===== src/rtl/spi_cmd_pkg.sv =====
package spi_cmd_pkg;

  localparam int BYTE_W     = 8;
  localparam int ADDR_W     = 24;
  localparam int DATA_W     = 32;
  localparam int IADDR_W    = 15;
  localparam int CFG_W      = 7;
  localparam int MAX_BODY   = 7;
  localparam int BODY_W     = MAX_BODY * BYTE_W;
  localparam int RESP_BYTES = 9;
  localparam int RESP_W     = RESP_BYTES * BYTE_W;
  localparam int CNT_W      = $clog2(RESP_BYTES + 1);

  localparam logic [7:0] OP_SWR = 8'hC9;
  localparam logic [7:0] OP_SRD = 8'hCA;
  localparam logic [7:0] OP_IWR = 8'hC3;
  localparam logic [7:0] OP_IRD = 8'hC4;

  localparam logic [7:0] STAT_OK     = 8'h00;
  localparam logic [7:0] STAT_BADCRC = 8'h01;
  localparam logic [7:0] STAT_BADOP  = 8'h02;
  localparam logic [7:0] READ_HDR    = 8'hF0;

  localparam logic [6:0] CRC_PRESET = 7'h7F;
  localparam logic [6:0] CRC_POLY   = 7'h09;

  typedef enum logic [1:0] {P_OP, P_BODY, P_EXEC, P_WAIT} pstate_t;

  function automatic logic [6:0] crc7_step(input logic [6:0] c, input logic [7:0] b);
    logic [6:0] r;
    logic       fb;
    r = c;
    for (int i = 7; i >= 0; i--) begin
      fb = r[6] ^ b[i];
      r  = {r[5:0], 1'b0};
      if (fb) r = r ^ CRC_POLY;
    end
    return r;
  endfunction

  function automatic logic [CNT_W-1:0] body_len(input logic [7:0] op);
    case (op)
      OP_SWR:  return CNT_W'(7);
      OP_SRD:  return CNT_W'(3);
      OP_IWR:  return CNT_W'(6);
      OP_IRD:  return CNT_W'(3);
      default: return '0;
    endcase
  endfunction

endpackage


===== src/rtl/spi_cmd_crc7.sv =====
module spi_cmd_crc7
  import spi_cmd_pkg::*;
(
  input  logic       clk,
  input  logic       rst_n,
  input  logic       start,
  input  logic       upd,
  input  logic [7:0] din,
  output logic [6:0] crc
);

  always_ff @(posedge clk or negedge rst_n) begin
    if (!rst_n)     crc <= CRC_PRESET;
    else if (start) crc <= crc7_step(CRC_PRESET, din);
    else if (upd)   crc <= crc7_step(crc, din);
  end

endmodule


===== src/rtl/spi_cmd_parser.sv =====
module spi_cmd_parser
  import spi_cmd_pkg::*;
(
  input  logic              clk,
  input  logic              rst_n,
  input  logic              sel,
  input  logic              crc_on,
  input  logic              rx_valid,
  input  logic [7:0]        rx_byte,
  output logic              rx_ready,
  input  logic              resp_busy,
  output logic              cmd_done,
  output logic [7:0]        cmd_op,
  output logic [7:0]        cmd_status,
  output logic [ADDR_W-1:0] cmd_addr,
  output logic [DATA_W-1:0] cmd_data,
  output logic              cmd_write,
  output logic              cmd_internal,
  output logic              cmd_clockless
);

  pstate_t           state_q;
  logic [7:0]        op_q;
  logic [BODY_W-1:0] body_q;
  logic [CNT_W-1:0]  cnt_q;
  logic [CNT_W-1:0]  need_q;
  logic              chk_q;
  logic [6:0]        crc_rx_q;
  logic [6:0]        crc_calc;
  logic [CNT_W-1:0]  blen;
  logic              fire;
  logic [7:0]        a_hi;
  logic [7:0]        a_lo;

  assign rx_ready = sel && (state_q == P_OP || state_q == P_BODY);
  assign fire     = rx_valid && rx_ready;
  assign blen     = body_len(op_q);
  assign cmd_done = sel && (state_q == P_EXEC);
  assign cmd_op   = op_q;

  spi_cmd_crc7 u_crc (
    .clk   (clk),
    .rst_n (rst_n),
    .start (fire && state_q == P_OP),
    .upd   (fire && state_q == P_BODY && cnt_q < blen),
    .din   (rx_byte),
    .crc   (crc_calc)
  );

  always_ff @(posedge clk or negedge rst_n) begin
    if (!rst_n) begin
      state_q  <= P_OP;
      op_q     <= '0;
      body_q   <= '0;
      cnt_q    <= '0;
      need_q   <= '0;
      chk_q    <= 1'b0;
      crc_rx_q <= '0;
    end else if (!sel) begin
      state_q <= P_OP;
    end else begin
      case (state_q)
        P_OP: if (fire) begin
          op_q   <= rx_byte;
          body_q <= '0;
          cnt_q  <= '0;
          chk_q  <= crc_on;
          need_q <= body_len(rx_byte) + CNT_W'(crc_on);
          state_q <= (body_len(rx_byte) == '0) ? P_EXEC : P_BODY;
        end
        P_BODY: if (fire) begin
          if (cnt_q < blen) body_q <= {body_q[BODY_W-9:0], rx_byte};
          else              crc_rx_q <= rx_byte[7:1];
          cnt_q <= cnt_q + 1'b1;
          if (cnt_q + 1'b1 == need_q) state_q <= P_EXEC;
        end
        P_EXEC: state_q <= P_WAIT;
        default: if (!resp_busy) state_q <= P_OP;
      endcase
    end
  end

  always_comb begin
    cmd_addr      = '0;
    cmd_data      = '0;
    cmd_write     = 1'b0;
    cmd_internal  = 1'b0;
    cmd_clockless = 1'b0;
    a_hi          = '0;
    a_lo          = '0;
    case (op_q)
      OP_SWR: begin
        cmd_addr  = body_q[55:32];
        cmd_data  = body_q[31:0];
        cmd_write = 1'b1;
      end
      OP_SRD: cmd_addr = body_q[23:0];
      OP_IWR: begin
        a_hi         = body_q[47:40];
        a_lo         = body_q[39:32];
        cmd_data     = body_q[31:0];
        cmd_write    = 1'b1;
        cmd_internal = 1'b1;
      end
      OP_IRD: begin
        a_hi         = body_q[23:16];
        a_lo         = body_q[15:8];
        cmd_internal = 1'b1;
      end
      default: ;
    endcase
    if (cmd_internal) begin
      cmd_addr      = {{(ADDR_W-IADDR_W){1'b0}}, a_hi[6:0], a_lo};
      cmd_clockless = a_hi[7];
    end
  end

  always_comb begin
    if (blen == '0)                          cmd_status = STAT_BADOP;
    else if (chk_q && crc_rx_q != crc_calc)  cmd_status = STAT_BADCRC;
    else                                     cmd_status = STAT_OK;
  end

endmodule


===== src/rtl/spi_cmd_resp.sv =====
module spi_cmd_resp
  import spi_cmd_pkg::*;
(
  input  logic              clk,
  input  logic              rst_n,
  input  logic              sel,
  input  logic              load,
  input  logic [RESP_W-1:0] load_bytes,
  input  logic [CNT_W-1:0]  load_len,
  input  logic              tx_ready,
  output logic              tx_valid,
  output logic [7:0]        tx_byte,
  output logic              busy
);

  logic [RESP_W-1:0] sr_q;
  logic [CNT_W-1:0]  left_q;

  assign busy     = (left_q != '0);
  assign tx_valid = sel && busy;
  assign tx_byte  = sr_q[RESP_W-1 -: 8];

  always_ff @(posedge clk or negedge rst_n) begin
    if (!rst_n) begin
      sr_q   <= '0;
      left_q <= '0;
    end else if (!sel) begin
      left_q <= '0;
    end else if (load) begin
      sr_q   <= load_bytes;
      left_q <= load_len;
    end else if (tx_valid && tx_ready) begin
      sr_q   <= {sr_q[RESP_W-9:0], 8'h00};
      left_q <= left_q - 1'b1;
    end
  end

endmodule


===== src/rtl/spi_cmd_target.sv =====
module spi_cmd_target
  import spi_cmd_pkg::*;
#(
  parameter logic [IADDR_W-1:0] CFG_ADDR  = 15'h0024,
  parameter logic [CFG_W-1:0]   CFG_RESET = 7'h0C
) (
  input  logic              clk,
  input  logic              rst_n,
  input  logic              sel,
  input  logic              rx_valid,
  input  logic [7:0]        rx_byte,
  output logic              rx_ready,
  output logic              tx_valid,
  output logic [7:0]        tx_byte,
  input  logic              tx_ready,
  output logic              reg_wr,
  output logic              reg_rd,
  output logic              reg_internal,
  output logic              reg_clockless,
  output logic [ADDR_W-1:0] reg_addr,
  output logic [DATA_W-1:0] reg_wdata,
  input  logic [DATA_W-1:0] reg_rdata
);

  logic [CFG_W-1:0]  cfg_q;
  logic              crc_on;
  logic              cmd_done;
  logic [7:0]        cmd_op;
  logic [7:0]        cmd_status;
  logic              cmd_write;
  logic              resp_busy;
  logic              ok;
  logic              is_cfg;
  logic [DATA_W-1:0] rd_word;
  logic [RESP_W-1:0] resp_bytes;
  logic [CNT_W-1:0]  resp_len;

  assign crc_on = |cfg_q[3:2];

  spi_cmd_parser u_parser (
    .clk           (clk),
    .rst_n         (rst_n),
    .sel           (sel),
    .crc_on        (crc_on),
    .rx_valid      (rx_valid),
    .rx_byte       (rx_byte),
    .rx_ready      (rx_ready),
    .resp_busy     (resp_busy),
    .cmd_done      (cmd_done),
    .cmd_op        (cmd_op),
    .cmd_status    (cmd_status),
    .cmd_addr      (reg_addr),
    .cmd_data      (reg_wdata),
    .cmd_write     (cmd_write),
    .cmd_internal  (reg_internal),
    .cmd_clockless (reg_clockless)
  );

  assign ok      = cmd_done && (cmd_status == STAT_OK);
  assign is_cfg  = reg_internal && (reg_addr[IADDR_W-1:0] == CFG_ADDR);
  assign reg_wr  = ok && cmd_write && !is_cfg;
  assign reg_rd  = ok && !cmd_write && !is_cfg;
  assign rd_word = is_cfg ? {{(DATA_W-CFG_W){1'b0}}, cfg_q} : reg_rdata;

  always_comb begin
    if (cmd_status == STAT_OK && !cmd_write) begin
      resp_bytes = {cmd_op, STAT_OK, READ_HDR, rd_word[7:0], rd_word[15:8],
                    rd_word[23:16], rd_word[31:24], 16'h0000};
      resp_len   = crc_on ? CNT_W'(9) : CNT_W'(7);
    end else begin
      resp_bytes = {cmd_op, cmd_status, {(RESP_W-16){1'b0}}};
      resp_len   = CNT_W'(2);
    end
  end

  spi_cmd_resp u_resp (
    .clk        (clk),
    .rst_n      (rst_n),
    .sel        (sel),
    .load       (cmd_done),
    .load_bytes (resp_bytes),
    .load_len   (resp_len),
    .tx_ready   (tx_ready),
    .tx_valid   (tx_valid),
    .tx_byte    (tx_byte),
    .busy       (resp_busy)
  );

  always_ff @(posedge clk or negedge rst_n) begin
    if (!rst_n)                           cfg_q <= CFG_RESET;
    else if (ok && cmd_write && is_cfg)   cfg_q <= reg_wdata[CFG_W-1:0];
  end

endmodule


===== config.mk =====
export PLATFORM = sky130hd
export DESIGN_NAME = spi_cmd_target
export DESIGN_NICKNAME = d
export VERILOG_FILES = /design/src/rtl/spi_cmd_pkg.sv /design/src/rtl/spi_cmd_crc7.sv /design/src/rtl/spi_cmd_parser.sv /design/src/rtl/spi_cmd_resp.sv /design/src/rtl/spi_cmd_target.sv
export SDC_FILE = /design/constraint.sdc
export NUM_CORES = 1
export LEC_CHECK = 0
export ABC_AREA = 1
export BUFFER_PORTS_ARGS = -buffer_cell sky130_fd_sc_hd__buf_2
export CAP_MARGIN = 20
export CELL_PAD_IN_SITES_DETAIL_PLACEMENT = 1
export CELL_PAD_IN_SITES_GLOBAL_PLACEMENT = 1
export CORE_UTILIZATION = 25
export CTS_CLUSTER_SIZE = 10
export DETAILED_ROUTE_END_ITERATION = 7
export GPL_ROUTABILITY_DRIVEN = 0
export GPL_TIMING_DRIVEN = 0
export PLACE_DENSITY_LB_ADDON = 0.08
export SLEW_MARGIN = 15
export SYNTH_ARGS = -nofsm -noshare
export SYNTH_HDL_FRONTEND = slang
export SYNTH_SLANG_ARGS = --single-unit

===== constraint.sdc =====
create_clock -name clk -period 3 [get_ports clk]
set_clock_uncertainty 0.2 [all_clocks]
set_input_delay 0.45 -clock clk [delete_from_list [all_inputs] [get_ports clk]]
set_output_delay 0.45 -clock clk [all_outputs]
set_load 0.005 [all_outputs]

**After elaboration in Yosys (flattened, before gate mapping)**

Index checks and enable logic that the tools add are counted.

- Flip-flop bits (word level): 172
- Word-level logic and storage cells: 183

- Equality and inequality tests: 21
- Bitwise gates (word level): 31
- Reduce and logical (&&, ||, !) cells: 39
- Order comparisons: 1
- Mux-type cells: 77
- Add/subtract/negate cells: 3

Operators by type and width:

| kind | number |
|---|---|
| 56-bit two-way mux | 3 |
| 7-bit two-way mux | 23 |
| 72-bit two-way mux | 2 |
| 56-bit case mux with 2 select lines | 1 |
| 4-bit two-way mux | 26 |
| 8-bit equality test (second input constant) | 8 |
| 32-bit two-way mux | 2 |
| 64-bit two-way mux | 1 |
| 24-bit case mux with 2 select lines | 1 |
| 8-bit case mux with 2 select lines | 2 |
| 2-bit inverter | 15 |
| 24-bit two-way mux | 1 |
| 3-bit case mux with 3 select lines | 2 |
| 1-bit logical AND | 17 |
| 15-bit by 6-bit equality test with 1-bit output (second input constant) | 1 |
| 1-bit bitwise XOR | 15 |
| 2-bit two-way mux | 6 |
| 4-bit AND reduction | 3 |
| 2-bit OR reduction | 5 |
| 4-bit logical NOT | 2 |
| 8-bit logical NOT | 1 |
| 8-bit two-way mux | 1 |
| 4-bit case mux with 2 select lines | 1 |
| 7-bit != test | 1 |
| 24 further kinds | 32 |

**Logic depth before layout (Yosys ltp)**

- Word-level depth: 36
- Depth in mapped cells: 17
- Depth with buffers taken out: 15

**By module**

From an unflattened synthesis, not the netlist that was laid out.

- Cells, all modules: 1557
- Area total of the unflattened synthesis: 10790.3 µm²

Modules (own cells, without submodules):

| module | times used | cells an instance | area an instance (µm²) |
|---|---|---|---|
| spi_cmd_parser | 1 | 699 | 4918.5 |
| spi_cmd_resp | 1 | 572 | 4241.6 |
| spi_cmd_target | 1 | 172 | 919.6 |
| spi_cmd_crc7 | 1 | 114 | 710.7 |

**Worst setup path before layout**

Ideal clock, no wire load.

- Path type: register -> register
- From: register u_parser.op_q[7], in the netlist u_parser.cmd_op[7]
- To: register u_parser.body_q[0]
- Setup time: 0.127 ns
- Data required time: 2.673 ns
- Path slack: 0.056 ns
- Arrival: 2.617 ns
- Stages on the path, launching flop included: 16
- Buffers on the path: 5
- Clock period less this slack: 2.944 ns
- Cells stage by stage: dfrtp_1 -> nand2_2 -> nor2_4 -> buf_6 -> nand2_4 -> inv_2 -> nor2_1 -> buf_2 -> buf_1 -> ha_1 -> inv_1 -> o21ai_2 -> a21oi_4 -> buf_4 -> buf_2 -> o22ai_1

- Longest elaborated chain between the ends: 6
- Elaborated cells on any way between the ends: 9
- Those cells by class: order compare (1); eq/ne (5); mux (1); reduce/logical (2)

Ends and longest elaborated chain:

| item | RTL line | source |
|---|---|---|
| start: declaration | spi_cmd_parser.sv:23 | `logic [7:0] op_q;` |
| start signal: assignment | spi_cmd_parser.sv:64 | `op_q <= rx_byte;` |
| 8-bit equality test | spi_cmd_pkg.sv:42 | `case (op)` |
| 2-bit OR reduction (no line) | n/a |  |
| 3-bit case mux with 3 select lines * | spi_cmd_pkg.sv:42 |  |
| 4-bit by 3-bit < comparator with 1-bit output * | spi_cmd_parser.sv:72 | `if (cnt_q < blen) body_q <= {body_q[BODY_W-9:0], rx_byte};` |
| 2-bit != test (no line) * | n/a |  |
| 5-bit AND reduction (no line) * | n/a |  |
| end signal: assignment | spi_cmd_parser.sv:72 |  |
| end: declaration | spi_cmd_parser.sv:24 | `logic [BODY_W-1:0] body_q;` |

Every way passes the cells marked *; elsewhere a longest branch is shown, timed or not.
A chain may end at the register's enable or synchronous reset.

**Final worst setup path**

- From: register u_parser.op_q[5], in the netlist u_parser.cmd_op[5]
- To: output port reg_wr

- Longest elaborated chain between the ends: 9
- Elaborated cells on any way between the ends: 23
- Those cells by class: eq/ne (5); mux (8); reduce/logical (10)

Ends and longest elaborated chain:

| item | RTL line | source |
|---|---|---|
| 8-bit equality test | spi_cmd_pkg.sv:42, spi_cmd_parser.sv:91 |  |
| 2-bit OR reduction (no line) | n/a |  |
| 3-bit case mux with 3 select lines | spi_cmd_pkg.sv:42 |  |
| 4-bit logical NOT | spi_cmd_parser.sv:119 | `if (blen == '0) cmd_status = STAT_BADOP;` |
| 8-bit two-way mux | spi_cmd_parser.sv:119 |  |
| 8-bit logical NOT | spi_cmd_target.sv:59 | `assign ok = cmd_done && (cmd_status == STAT_OK);` |
| 1-bit logical AND | spi_cmd_target.sv:59 |  |
| 1-bit logical AND | spi_cmd_target.sv:61 | `assign reg_wr = ok && cmd_write && !is_cfg;` |
| 1-bit logical AND * | spi_cmd_target.sv:61 |  |
| end: declaration | spi_cmd_target.sv:16 | `output logic reg_wr,` |

Marked as above.

==> flow_summary.ini <==
[drt]
drt_iter0_drc = 344
routed_wl_mm = 33.60
routed_via_density = 4.673
first_pass_iters = 4
wl_per_cell_um = 19.52
drc = 0
vias = 8042
ant_nets = 0

[global_routing]
grt_pass1_vias = 8129
overflow = 0
grt_pass1_wl_mm = 50.13
grt_use_total = 0.1975
antenna_found_initial = 0
grt_max_degree = 91

[logic_synthesis]
syn_inst = 1065
yosysTopAreaCell = dfrtp_1
synth-seq-area-share = 0.4623
ys_top_cells_by_count = 168 x nand2_1, 149 x nand3_1, 147 x dfrtp_1
synth_edf_count = 0
synthFlopType = dfrtp_1
avgSynthCellArea_sq_um = 7.951
yosysTopAreaCellShare = 0.4344
ys_seq_elements = 156
synthArstFlopShare = 1.000
syn-num-nets = 1121
syn_area_sq_um = 8468
synth.distinct_cells = 49
ys_top_cells_by_area = dfrtp_1 43%, nand3_1 8.8%, nand2_1 7.4%
yosysWarnings = 0
post-synth-top-count-cell = nand2_1

[flow_run]
drv_cap = 0

[setup_path]
crit_cells = 13
critPathKind = flip-flop to output pin
worstPathArrival_ns = 2.47
path_buf_inv = 4
r2r-start = u_parser.cmd_op[5]$_DFFE_PN0P_
critPathMaxFanout = 6
startpoint = u_parser.cmd_op[5]$_DFFE_PN0P_
endpoint = reg_wr
crit_slowest_cell = dfrtp_1
timing.critical_path.mode_cell = nand2_8
regToRegEndpoint = u_parser.body_q[41]$_DFFE_PN0P_
cp.required_ns = 2.35
start_kind = flip-flop
path_cells = inv_2, nand2_2, nor2_4, buf_8, nand2_8, o21ai_0, nor2_2, nand3_2, nor2_8, nand2_8, clkinv_8, nor4_4, buf_2
critPathMaxStageDelay_ns = 0.38
critPathTopFamily = simple AND/OR/NAND/NOR gates
reg2regPathDepth = 19
ff2ff_setup_slack_ns = 0.03
worstSetupEndpointType = output pin

[final_layout]
multi_input_area_sq_um = 4160
drive_gt1_frac = 0.3142
regArea_sq_um = 3918
design_area_sq_um = 11590
areaGrowthSynthToFinish_pct = 36.85
fin_nets = 1317
antennaDiodeCount = 0
num-fill-cells = 3949

[status]
status = complete, but fails checks
violations = negative setup slack

[clocking]
cts.sinks = 156
cts.clk_slew.worst_paths_ns = 0.08
cts_buffers = 17
cts_tree = yes
clk_latency_ns = 0.43
clock_path_buffers = 2
ctsRootBufferMaster = clkbuf_16
htreeDepth = 4

[timing]
slew_headroom = 0.3601
setup_viol = 2
setup_slack_ns = -0.1235
final.setup.tns_ns = -0.2410
period_needed_ns = 3.123
hold_viol_final = 0
rsz0062_at_grt = true
worst_slew_pin_slew_ns = 0.9599
finalCritPeriodShare = 1.041
final_max_slew_viol_count = 0
fmax_mhz = 320.2

[placed_design]
io_buffers = 108
hpwl_mm = 24.34
postPlaceCellArea_sq_um = 9607

[power_and_ir_drop]
seqPwrFrac = 0.352
power.switching_mw = 3.446
p_int_mw = 5.382
combinationalPowerShare = 0.386
p_leak_nw = 5.213
switching_share = 0.3903
ir_drop_uv = 454.7
power_frac_clock = 0.262
powerDensity_nw_per_um2 = 761.8
power.total_mw = 8.828

[floorplanning]
num_rows = 67
initial_core_util = 0.2532
coreArea_sq_um = 33450
dieHeight_um = 186.0
num_io_pins = 115
dieArea_sq_um = 34610
die_x_um = 186.0

[hold_path]
holdPathStages = 3
hold_path_class = input pin to flip-flop
layer usage:
layer,up-vias,track usage,part of all wire
met4,0,0.04918,0.013
met3,22,0.02426,0.030
met2,125,0.3079,0.47
li1,3857,-,-
met5,-,0,0
met1,4038,0.2869,0.49
registers in the layout, summed over array words and instances (netlist names), 2 cells and up:
name,count
u_parser.cnt_q,4
u_resp.left_q,4
u_parser.state_q,2
u_parser.body_q,56
u_parser.u_crc.crc,7
u_parser.need_q,4
u_resp.sr_q,56
u_parser.cmd_op,8
cfg_q,7
u_parser.crc_rx_q,7
power groups by stage:
stage | registers (mW) | clock network [mW] | logic [mW]
after floorplan | 2.97 | 0 | 1.97
after global placement | 3.14 | 0 | 2.78
after detailed placement | 3.13 | 0 | 2.81
after CTS | 3.10 | 2.37 | 3.06
after global routing | 3.17 | 2.45 | 3.81
final | 3.11 | 2.31 | 3.41
layout make-up:
cell class | count | area share
Buffer | 69 | 0.04459
Clock buffer | 18 | 0.03703
Clock inverter | 13 | 0.01436
Inverter | 128 | 0.04437
Multi-Input combinational cell | 711 | 0.3590
Sequential cell | 156 | 0.3380
Tap cell | 448 | 0.04837
Timing Repair Buffer | 178 | 0.1142
metrics by stage:
step | std cells | utilization | setup slack [ns] | hold slack [ns]
finish | 1721 | 0.3465 | -0.1235 | 0.04560
global route | 1721 | 0.3465 | -0.2528 | 0.03487
detailed placement | 1622 | 0.2872 | -1.282 | 0.2639
floorplan | 1065 | - | 0.05617 | -0.04559
CTS | 1686 | 0.3205 | -0.2554 | 0.03122
global placement | 1621 | 0.2861 | -1.588 | 0.2621
worst register-to-register path, stage by stage, from the launching register on:
cell and delay [ns]:
dfrtp_1 0.38, inv_2 0.06, nand2_2 0.07, nor2_4 0.20, buf_8 0.20, nand2_8 0.09
inv_8 0.07, buf_6 0.10, nor2_4 0.05, buf_12 0.14, buf_12 0.12, ha_4 0.25
inv_2 0.03, o21ai_4 0.19, a21oi_4 0.08, buf_12 0.18, buf_12 0.16, clkbuf_16 0.17
nand3_2 0.06, o21ai_2 0.06
logic make-up after synthesis:
logic type      Yosys count  share of synthesized area
simple gates            460                     0.2479
compound gates          205                     0.1367
buf+inv                 198                     0.1006
flops                   156                     0.4623
xor+xnor                 35                    0.03620
fa+ha+maj                11                    0.01625
what timing repair did:
item,4_1_cts,5_1_grt
hold buffers,1,0
pin swaps,26,28
setup buffers,30,28
setup endpoints to repair,103,107
gates cloned,3,7
endpoints found under the hold margin,64,0
gates resized for setup,65,164
cell usage in the layout, fill, tap and decap left out, drive strengths merged:
| cell type | count |
|---|---|
| buf | 206 |
| nand2 | 187 |
| nand3 | 150 |
| dfrtp | 147 |
| inv | 127 |
| o21ai | 125 |
| nor2 | 109 |
| clkbuf | 58 |
| a21oi | 39 |
| xnor2 | 22 |
| o22ai | 19 |
| xor2 | 13 |
| ha | 11 |
| dfstp | 9 |
| clkinv | 8 |
| nand4 | 7 |
| o211ai | 7 |
| nor3 | 4 |
| a31oi | 3 |
| o31ai | 3 |
| clkinvlp | 3 |
| bufinv | 3 |
| a22oi | 2 |
| o2111ai | 2 |
| or2 | 2 |
| nor4 | 1 |
| o311ai | 1 |
| o21bai | 1 |
| o32ai | 1 |
| a22o | 1 |
| a2bb2oi | 1 |
| dlygate4sd3 | 1 |
worst min-delay path by stage:
stage                                        endpoint  slack [ns]            startpoint
after global routing      u_resp.sr_q[26]$_DFFE_PN0P_        0.03         reg_rdata[18]
after global placement           cfg_q[4]$_DFFE_PN0P_        0.26  cfg_q[4]$_DFFE_PN0P_
after detailed placement         cfg_q[6]$_DFFE_PN0P_        0.26  cfg_q[6]$_DFFE_PN0P_
after floorplan                  cfg_q[0]$_DFFE_PN0P_       -0.05                 rst_n
final                     u_resp.sr_q[26]$_DFFE_PN0P_        0.05         reg_rdata[18]
after CTS                 u_resp.sr_q[29]$_DFFE_PN0P_        0.03         reg_rdata[21]
No activity file was read; power rests on OpenSTA's default activity.
